**src/rtl/accel_spi_pkg.sv**
```systemverilog
// Shared constants, state encodings and the command-byte builder for the
// accelerometer SPI controller. Assumes a 6-bit register address space.
package accel_spi_pkg;

    // Which register transaction the sequencer is running
    typedef enum logic [2:0] {TX_ID, TX_W0, TX_W1, TX_W2, TX_RD} txn_e;

    // Sequencer states
    typedef enum logic [2:0] {S_PWR, S_SEL, S_LAUNCH, S_XFER, S_GAP, S_IDLE} seq_st_e;

    localparam logic [7:0] ID_EXPECT   = 8'hE6;
    localparam logic [5:0] A_DEVID     = 6'h00;
    localparam logic [5:0] A_FMT       = 6'h31;
    localparam logic [5:0] A_PWR       = 6'h2D;
    localparam logic [5:0] A_IEN       = 6'h2E;
    localparam logic [5:0] A_AXIS      = 6'h32;
    localparam logic [7:0] V_FMT       = 8'h0B;
    localparam logic [7:0] V_PWR       = 8'h08;
    localparam logic [7:0] V_IEN       = 8'h80;
    localparam int         BURST_BYTES = 6;
    localparam int         AXES        = 3;

    // Command byte: bit 7 read, bit 6 multi-byte, bits 5:0 start address
    function automatic logic [7:0] cmd_byte(input logic rd, input logic mb,
                                            input logic [5:0] addr);
        return {rd, mb, addr};
    endfunction

endpackage

```
**src/rtl/accel_spi_byte.sv**
```systemverilog
// One-byte mode-3 shift engine. On `start` it sends `tx` MSB first:
// SCLK falls and MOSI updates, then after CLK_DIV clocks SCLK rises and
// MISO is sampled. `done` pulses once the eighth high phase ends.
// Assumes `start` comes only while idle and CLK_DIV >= 1.
module accel_spi_byte #(
    parameter int CLK_DIV = 4
) (
    input  logic       clk,
    input  logic       rst_n,
    input  logic       start,
    input  logic [7:0] tx,
    input  logic       miso,
    output logic       sclk,
    output logic       mosi,
    output logic       done,
    output logic [7:0] rx
);
    localparam int CW = $clog2(CLK_DIV + 1);

    logic          active;
    logic          hi_ph;
    logic [2:0]    bit_i;
    logic [CW-1:0] cnt;
    logic [7:0]    sh;

    // Bit timing, shifting out and sampling in
    always_ff @(posedge clk) begin
        if (!rst_n) begin
            active <= 1'b0;
            hi_ph  <= 1'b0;
            bit_i  <= '0;
            cnt    <= '0;
            sh     <= '0;
            rx     <= '0;
            sclk   <= 1'b1;
            mosi   <= 1'b0;
            done   <= 1'b0;
        end else begin
            done <= 1'b0;
            if (!active) begin
                if (start) begin
                    active <= 1'b1;
                    hi_ph  <= 1'b0;
                    cnt    <= '0;
                    bit_i  <= 3'd7;
                    sh     <= {tx[6:0], 1'b0};
                    mosi   <= tx[7];
                    sclk   <= 1'b0;
                end
            end else if (cnt == CW'(CLK_DIV - 1)) begin
                cnt <= '0;
                if (!hi_ph) begin
                    sclk  <= 1'b1;
                    hi_ph <= 1'b1;
                    rx    <= {rx[6:0], miso};
                end else if (bit_i == 3'd0) begin
                    active <= 1'b0;
                    done   <= 1'b1;
                end else begin
                    bit_i <= bit_i - 3'd1;
                    hi_ph <= 1'b0;
                    sclk  <= 1'b0;
                    mosi  <= sh[7];
                    sh    <= {sh[6:0], 1'b0};
                end
            end else begin
                cnt <= cnt + 1'b1;
            end
        end
    end
endmodule

```
**src/rtl/accel_spi_seq.sv**
```systemverilog
// Transaction sequencer. It waits for the power-up delay, runs the identity
// read and the three setup writes, and then turns each synchronised rising
// edge of int1 into one burst read. It owns chip select and the
// identity-mismatch flag, and reports every received byte with its position.
// Assumes the byte engine acknowledges each start with exactly one done.
module accel_spi_seq
    import accel_spi_pkg::*;
#(
    parameter int WAIT_CYC = 110000,
    parameter int CLK_DIV  = 4
) (
    input  logic       clk,
    input  logic       rst_n,
    input  logic       int1,
    input  logic       byte_done,
    input  logic [7:0] rx_byte,
    output logic       byte_start,
    output logic [7:0] tx_byte,
    output logic       cs_n,
    output logic       busy,
    output logic       link_err,
    output logic       rx_vld,
    output logic [2:0] rx_idx,
    output logic       commit
);
    localparam int WCW = $clog2(WAIT_CYC + 1);
    localparam int GCW = $clog2(CLK_DIV + 1);

    seq_st_e        st;
    txn_e           txn;
    txn_e           nxt_txn;
    logic [2:0]     idx;
    logic [2:0]     last_idx;
    logic [WCW-1:0] wcnt;
    logic [GCW-1:0] gcnt;
    logic           i_s1, i_s2, i_s3;
    logic           int_rise;
    logic           gap_end;
    logic [7:0]     cmd;
    logic [7:0]     wdat;

    // Per-transaction command, data byte, length and successor
    always_comb begin
        cmd     = cmd_byte(1'b1, 1'b0, A_DEVID);
        wdat    = 8'h00;
        nxt_txn = TX_W0;
        unique case (txn)
            TX_ID: begin cmd = cmd_byte(1'b1, 1'b0, A_DEVID); nxt_txn = TX_W0; end
            TX_W0: begin cmd = cmd_byte(1'b0, 1'b0, A_FMT); wdat = V_FMT; nxt_txn = TX_W1; end
            TX_W1: begin cmd = cmd_byte(1'b0, 1'b0, A_PWR); wdat = V_PWR; nxt_txn = TX_W2; end
            TX_W2: begin cmd = cmd_byte(1'b0, 1'b0, A_IEN); wdat = V_IEN; nxt_txn = TX_W2; end
            TX_RD: begin cmd = cmd_byte(1'b1, 1'b1, A_AXIS); nxt_txn = TX_RD; end
            default: ;
        endcase
    end

    // Byte-level outputs towards the shift engine and the sample packer
    always_comb begin
        last_idx   = (txn == TX_RD) ? 3'(BURST_BYTES) : 3'd1;
        tx_byte    = (idx == 3'd0) ? cmd : wdat;
        byte_start = (st == S_LAUNCH);
        rx_vld     = (st == S_XFER) && byte_done;
        rx_idx     = idx;
        int_rise   = i_s2 && !i_s3;
        gap_end    = (st == S_GAP) && (gcnt == GCW'(CLK_DIV - 1));
        commit     = gap_end && (txn == TX_RD);
        busy       = (st != S_IDLE);
    end

    // Main sequencing, chip select framing and int1 synchroniser
    always_ff @(posedge clk) begin
        if (!rst_n) begin
            st       <= S_PWR;
            txn      <= TX_ID;
            idx      <= '0;
            wcnt     <= '0;
            gcnt     <= '0;
            cs_n     <= 1'b1;
            link_err <= 1'b0;
            i_s1     <= 1'b0;
            i_s2     <= 1'b0;
            i_s3     <= 1'b0;
        end else begin
            {i_s3, i_s2, i_s1} <= {i_s2, i_s1, int1};
            unique case (st)
                S_PWR: begin
                    if (wcnt == WCW'(WAIT_CYC - 1)) st <= S_SEL;
                    else wcnt <= wcnt + 1'b1;
                end
                S_SEL: begin
                    cs_n <= 1'b0;
                    idx  <= '0;
                    st   <= S_LAUNCH;
                end
                S_LAUNCH: st <= S_XFER;
                S_XFER: begin
                    if (byte_done) begin
                        if (idx == last_idx) begin
                            cs_n <= 1'b1;
                            gcnt <= '0;
                            st   <= S_GAP;
                            if (txn == TX_ID && rx_byte != ID_EXPECT) link_err <= 1'b1;
                        end else begin
                            idx <= idx + 3'd1;
                            st  <= S_LAUNCH;
                        end
                    end
                end
                S_GAP: begin
                    if (gap_end) begin
                        if (txn == TX_W2 || txn == TX_RD) begin
                            st <= S_IDLE;
                        end else begin
                            txn <= nxt_txn;
                            st  <= S_SEL;
                        end
                    end else begin
                        gcnt <= gcnt + 1'b1;
                    end
                end
                S_IDLE: begin
                    if (int_rise) begin
                        txn <= TX_RD;
                        st  <= S_SEL;
                    end
                end
                default: st <= S_PWR;
            endcase
        end
    end
endmodule

```
**src/rtl/accel_sample_pack.sv**
```systemverilog
// Sample assembler. It stores the burst bytes by their frame position
// (1..6 = X lo, X hi, Y lo, Y hi, Z lo, Z hi). On `commit` it loads each
// axis word as {hi, lo} and pulses `vld` for one cycle.
// Assumes position 0 is the command byte and is discarded.
module accel_sample_pack
    import accel_spi_pkg::*;
(
    input  logic        clk,
    input  logic        rst_n,
    input  logic        bvld,
    input  logic [2:0]  bidx,
    input  logic [7:0]  bdata,
    input  logic        commit,
    output logic [15:0] x,
    output logic [15:0] y,
    output logic [15:0] z,
    output logic        vld
);
    logic [7:0]  raw [BURST_BYTES];
    logic [15:0] ax  [AXES];

    // Capture received bytes into their slots
    always_ff @(posedge clk) begin
        if (!rst_n) begin
            for (int i = 0; i < BURST_BYTES; i++) raw[i] <= '0;
        end else if (bvld && bidx != 3'd0 && bidx <= 3'(BURST_BYTES)) begin
            raw[bidx - 3'd1] <= bdata;
        end
    end

    // Join byte pairs into axis words and strobe valid
    generate
        for (genvar g = 0; g < AXES; g++) begin : g_axis
            always_ff @(posedge clk) begin
                if (!rst_n)      ax[g] <= '0;
                else if (commit) ax[g] <= {raw[2*g+1], raw[2*g]};
            end
        end
    endgenerate

    // One-cycle valid pulse after commit
    always_ff @(posedge clk) begin
        if (!rst_n) vld <= 1'b0;
        else        vld <= commit;
    end

    assign x = ax[0];
    assign y = ax[1];
    assign z = ax[2];
endmodule

```
**src/rtl/accel_spi_ctrl.sv**
```systemverilog
// Top level of the accelerometer SPI bring-up and sample streamer. It wires
// the sequencer, the mode-3 byte engine and the sample assembler together.
// Assumes int1 is asynchronous to clk and that miso changes on falling SCLK.
module accel_spi_ctrl #(
    parameter int CLK_DIV  = 4,
    parameter int WAIT_CYC = 110000
) (
    input  logic        clk,
    input  logic        rst_n,
    input  logic        miso,
    input  logic        int1,
    output logic        sclk,
    output logic        cs_n,
    output logic        mosi,
    output logic        busy,
    output logic        link_err,
    output logic        smp_vld,
    output logic [15:0] smp_x,
    output logic [15:0] smp_y,
    output logic [15:0] smp_z
);
    logic       byte_start;
    logic       byte_done;
    logic [7:0] tx_byte;
    logic [7:0] rx_byte;
    logic       rx_vld;
    logic [2:0] rx_idx;
    logic       commit;

    accel_spi_seq #(.WAIT_CYC(WAIT_CYC), .CLK_DIV(CLK_DIV)) u_seq (
        .clk(clk), .rst_n(rst_n), .int1(int1),
        .byte_done(byte_done), .rx_byte(rx_byte),
        .byte_start(byte_start), .tx_byte(tx_byte),
        .cs_n(cs_n), .busy(busy), .link_err(link_err),
        .rx_vld(rx_vld), .rx_idx(rx_idx), .commit(commit)
    );

    accel_spi_byte #(.CLK_DIV(CLK_DIV)) u_byte (
        .clk(clk), .rst_n(rst_n), .start(byte_start), .tx(tx_byte),
        .miso(miso), .sclk(sclk), .mosi(mosi), .done(byte_done), .rx(rx_byte)
    );

    accel_sample_pack u_pack (
        .clk(clk), .rst_n(rst_n), .bvld(rx_vld), .bidx(rx_idx),
        .bdata(rx_byte), .commit(commit),
        .x(smp_x), .y(smp_y), .z(smp_z), .vld(smp_vld)
    );
endmodule

```
**config.mk**
```make
export PLATFORM = sky130hd
export DESIGN_NAME = accel_spi_ctrl
export DESIGN_NICKNAME = d
export VERILOG_FILES = /design/src/rtl/accel_spi_pkg.sv /design/src/rtl/accel_spi_byte.sv /design/src/rtl/accel_spi_seq.sv /design/src/rtl/accel_sample_pack.sv /design/src/rtl/accel_spi_ctrl.sv
export SDC_FILE = /design/constraint.sdc
export NUM_CORES = 1
export LEC_CHECK = 0
export ABC_AREA = 1
export BUFFER_PORTS_ARGS = -buffer_cell sky130_fd_sc_hd__buf_2
export CAP_MARGIN = 0
export CORE_MARGIN = 2
export CORE_UTILIZATION = 60
export DETAILED_ROUTE_END_ITERATION = 10
export PLACE_DENSITY_LB_ADDON = 0.3
export SLEW_MARGIN = 10
export SYNTH_ARGS = -nofsm -noshare
export SYNTH_HDL_FRONTEND = slang
export SYNTH_HIERARCHICAL = 1
export SYNTH_SLANG_ARGS = --single-unit
```
**constraint.sdc**
```tcl
create_clock -name clk -period 2.96 [get_ports clk]
set_input_delay 0 -clock clk [delete_from_list [all_inputs] [get_ports clk]]
set_output_delay 0 -clock clk [all_outputs]
set_load 0.05 [all_outputs]
```
# After elaboration in Yosys (flattened, before gate mapping)
# Memory sizes are Yosys's and may differ from the RTL's.
# Cells that the tools add are included.
[totals]
ff_bits = 62
ramBits = 96
word_cells = 164
mem_count = 2
[op_classes]
add_sub_neg = 6
magnitude_cmp = 1
eq_ne = 27
n_mux = 71
bitwise_logic = 5
reduce_logical = 32
[mem_list]
columns = ["memory", "words", "word_bits", "rd", "rd_ports_with_merged_regs", "wr", "line", "rtl"]
rows = [
  ["u_pack.ax", 3, 16, 3, 0, 3, "accel_sample_pack.sv:20", "logic [15:0] ax [AXES];"],
  ["u_pack.raw", 6, 8, 6, 0, 6, "accel_sample_pack.sv:19", "logic [7:0] raw [BURST_BYTES];"],
]
[op_table]
columns = ["operator", "count"]
rows = [
  ["two-way mux 3 bit", 24],
  ["two-way mux 8 bit", 7],
  ["two-way mux 16 bit", 3],
  ["case mux 8 bit (4 select lines)", 1],
  ["two-way mux 1 bit", 29],
  ["case mux 8 bit (3 select lines)", 1],
  ["AND reduction 4 bit", 6],
  ["equality test 3 x 2 -> 1 bit (second input constant)", 6],
  ["case mux 3 bit (2 select lines)", 3],
  ["case mux 3 bit (6 select lines)", 1],
  ["adder 17 x 1 -> 17 bit (second input constant)", 1],
  ["equality test 17 bit (second input constant)", 1],
  ["!= test 2 bit (second input constant)", 7],
  ["zero test 3 bit", 4],
  ["AND reduction 3 bit", 4],
  ["adder 3 x 1 -> 3 bit (second input constant)", 3],
  ["equality test 3 bit (second input constant)", 3],
  ["case mux 3 bit (3 select lines)", 1],
  ["!= test 2 x 1 -> 1 bit (second input constant)", 4],
  ["!= test 8 bit (second input constant)", 1],
  ["nonzero test 2 bit", 4],
  ["OR reduction 8 bit", 1],
  ["logical AND 1 bit", 7],
  ["equality test 3 x 1 -> 1 bit (second input constant)", 2],
  ["12 further kinds", 18],
]

# Longest topological paths before layout
[depth]
word_depth = 9
mapped_depth = 10
depth_no_buf = 10

# Modules after synthesis
# The synthesis kept the hierarchy.
[modules_own_cells]
columns = ["mod", "instances", "cells_each", "area_each_um2", "seq_area_each_um2"]
rows = [
  ["accel_sample_pack", 1, 293, 3779.9, 2902.8],
  ["accel_spi_seq", 1, 324, 2062.0, 680.7],
  ["accel_spi_byte", 1, 160, 1136.1, 520.5],
]

# Worst setup path after synthesis
# Ideal clock, no wire load.
[synth_path]
kind = "reg2reg"
from = "reg u_seq.idx[0] (netlist: u_seq/rx_idx[0])"
to = "mem u_pack.raw[4][0], enable pin"
arrival_time_ns = 2.136
t_required_ns = 2.576
slack_ns = 0.440
stages_incl_launch_ff = 8
synth_period_minus_slack_ns = 2.520
path_cell_list = "dfxtp_1 clkbuf_2 inv_1 ha_1 inv_1 nor2_1 nand2_2 o21ai_0"
[synth_rtl]
columns = ["item", "line", "rtl"]
rows = [
  ["from (decl)", "accel_spi_seq.sv:32", "logic [2:0] idx;"],
  ["from (signal assigned)", "accel_spi_seq.sv:104", "idx <= idx + 3'd1;"],
  ["to (decl)", "accel_sample_pack.sv:19", ""],
]

==> out/results.tsv <==
stage	metric	value	unit
global_route	antenna_found_initial	0	
placed_design	hpwlAfterDp	8.81	mm
critical_path	crit_path_top_delay_cell	dfxtp_1	
hold_path	holdPathStages	3	
synthesis	ys_seq_elements	157	
final_layout	fin_area	7990	µm²
placed_design	place_congestion	0.878	
final_layout	layout-drive-gt1-share	16.0	%
final_layout	stdcell_count	999	
status	status	finished clean	
routing	postRouteAntennaNets	0	
floorplan	die_area	12500	µm²
global_route	grt_pass1_vias	4792	
synthesis	yosys.area.top_type	edfxtp_1	
job	max_cap_viol_count	0	
global_route	grt_pass1_wl	21.7	mm
critical_path	crit_path_cell_trace	nand3_2 -> nor2_2 -> inv_1 -> a21oi_4 -> nand3_2 -> nor2_8 -> nand3_4 -> nand2_1	
hold_path	hp-start	rst_n	
routing	dr.pass1.iters	5	
floorplan	initial_core_util	61.4	%
routing	wirelength	12.9	mm
timing	worst_slack	0.634	ns
critical_path	end_kind	flop	
global_route	grt_overflow	0	
critical_path	r2r_slack	0.63	ns
floorplan	io_pins	58	
synthesis	netlist_instances	777	
critical_path	worstPathRequired	3.06	ns
critical_path	cp.arrival	2.42	ns
final_layout	diodes	0	
placed_design	place_ws	0.662	ns
timing	timing.final.crit_period	2.33	ns
synthesis	synth_warnings	6	
clock_tree	cts_root_buf	clkbuf_16	
pwr	powerDensity	582	nW/µm²
clock_tree	clk_pin_slew	0.06	ns
hold_path	hold_class	primary input to flop	
synthesis	synth-async-reset-ratio	0	%
routing	drtIter0Drc	377	
timing	setup_viol	0	
final_layout	fillers	866	
critical_path	crit_family	simple AND/OR/NAND/NOR gates	
synthesis	synth_area	6980	µm²
timing	skew	0.00795	ns
clock_tree	cts_sinks	157	
routing	drc	0	
clock_tree	cts_buffer_depth	2	
placed_design	dpl_cell_area	7400	µm²
final_layout	seqCellArea	4100	µm²
critical_path	r2r_cells	8	
final_layout	most-common-layout-cells	nor2_1, nand2_1, inv_1	
clock_tree	htreeDepth	4	
final_layout	nets	858	
timing	rsz0062_at_grt	no	
final_layout	area_growth	14.5	%
critical_path	critPathMostFrequentCell	nand3_2	
final_layout	utilization	70.3	%
routing	viasPerCell	5.12	
timing	min_period_over_period	78.6	%
timing	finalHoldViolations	0	
clock_tree	cts_tree	done	
global_route	grt_start_max_net_pins	50	
critical_path	reg2reg_from	u_seq/st[1]	
critical_path	worstSetupStartpointType	flop	
routing	post_drt_wl_per_cell	12.9	µm
timing	tns	0	ns
hold_path	holdPathEnd	u_seq/i_s1	
pwr	ir_drop	0.000591	V
placed_design	dp.cells	965	
floorplan	dieWidth	112	µm
critical_path	reg2reg_to	u_pack/raw[3][4]	
critical_path	cp_num_buf_inv	1	
synthesis	syn_avg_cell_area	8.98	µm²
synthesis	synth_top_area_share	41.3	%
routing	via_count	5110	
pwr	leakagePower	3.44	nW
timing	fmax	430	MHz
floorplan	row_count	39	
critical_path	path_class	flop to flop	
synthesis	synthesis.nets	792	
synthesis	yosysSeqAreaShare	58.8	%
timing	slew_headroom	54.0	%
floorplan	dieHeight	112	µm
synthesis	synthFlopType	edfxtp_1	
floorplan	coreArea	11400	µm²
synthesis	synth_edf_count	96	
placed_design	port_buffers	57	
final_layout	final_common_cell	nor2_1	
critical_path	cp_max_fo	9	
final_layout	multi_input_area	2320	µm²
clock_tree	clock_latency	0.42	ns
clock_tree	cts_made_buffers	17	
synthesis	ys_top_cells_by_area	edfxtp_1, dfxtp_1, nor2_1, nand2_1, inv_1	
synthesis	synth_cell_types	35	
timing	worst_pin_slew	0.689	ns
global_route	grt.total_usage	21.7	%
timing	slew_viol_final	0	
critical_path	max_stage_delay	0.53	ns
sequential cells by signal, indices dropped and copies added (netlist names), 3 cells and up:
signal        flops
u_pack/raw       48
u_seq/st          3
u_seq/rx_idx      3
u_byte/sh         7
u_byte/cnt        3
u_byte/rx         8
u_seq/txn         3
u_seq/gcnt        3
u_pack/ax        48
u_seq/wcnt       17
u_byte/bit_i      3
power by group:
part           switching [mW]  internal, mW
Clock                   0.845          1.24
Combinational           0.143        0.0323
Sequential             0.0186          2.37
Total                    1.01          3.64
tightest hold or removal path, cell delays in order:
cell and delay, ns:
buf_2 0.27, nand2_1 0.12, inv_1 0.03
cell usage after synthesis (2+ instances only):
cell / count
nor2_2: 3
nand2_2: 14
nand3_1: 35
ha_1: 11
nand3b_1: 3
xor2_1: 3
a21oi_4: 2
nand3_4: 4
nor3_1: 5
inv_1: 115
inv_2: 11
xnor2_1: 5
nand3_2: 5
and2_1: 2
o21a_1: 2
buf_2: 5
nor3_4: 2
nand4_1: 7
a21oi_1: 35
o21ai_1: 4
edfxtp_1: 96
nor2_1: 173
clkbuf_1: 9
dfxtp_1: 61
nand2_1: 134
buf_6: 2
o21ai_0: 21
what timing repair did:
action | CTS | global route
gates resized for setup | 0 | 0
hold buffers | 2 | 0
setup buffers | 0 | 0
hold endpoints to repair | 2 | 0
worst max-delay path by stage:
stage                             endpoint             from  slack [ns]  depth (start not counted)
after floorplan           u_pack/raw[4][0]  u_seq/rx_idx[0]        0.44                          7
after global placement    u_pack/raw[1][1]      u_seq/st[1]        0.77                          8
after detailed placement  u_pack/raw[3][5]      u_seq/st[1]        0.66                          8
after CTS                 u_pack/raw[3][4]      u_seq/st[1]        0.62                          8
after global routing      u_pack/raw[2][7]      u_seq/st[1]        0.44                          8
final                     u_pack/raw[3][4]      u_seq/st[1]        0.63                          8
area by class of cell:
cell class,instances,share of cell area [%]
Sequential cell,157,51.4
Multi-Input combinational cell,477,29.0
Inverter,126,5.92
Clock buffer,18,5.37
Timing Repair Buffer,64,4.29
Tap cell,143,2.24
Clock inverter,14,1.80
routing by layer:
metal	global-route usage, %	wire [µm]	vias up
li1	-	-	2590
met1	27.1	5370	2364
met2	36.7	6660	140
met3	4.30	680	16
met4	9.55	217	0
met5	0	0	-
kinds of logic (layout without fill, tap and decap cells):
kind of cell | count (synthesis) | after routing | synth area share [%]
and+or+nand+nor | 392 | 392 | 25.0
adders and majority gates | 11 | 11 | 1.97
DFF | 157 | 157 | 58.8
AOI/OAI and AO/OA | 66 | 66 | 5.18
xor gates and xnor gates | 8 | 8 | 1.00
buffers and inverters | 143 | 222 | 8.01
stage by stage:
step,hold WS [ns],power [mW]
floorplan,0.0976,2.56
global placement,0.189,2.60
detailed placement,0.187,2.61
CTS,0.0331,4.69
global route,0.0727,4.78
finish,0.0398,4.65
Power figures use the tool's default switching activity.
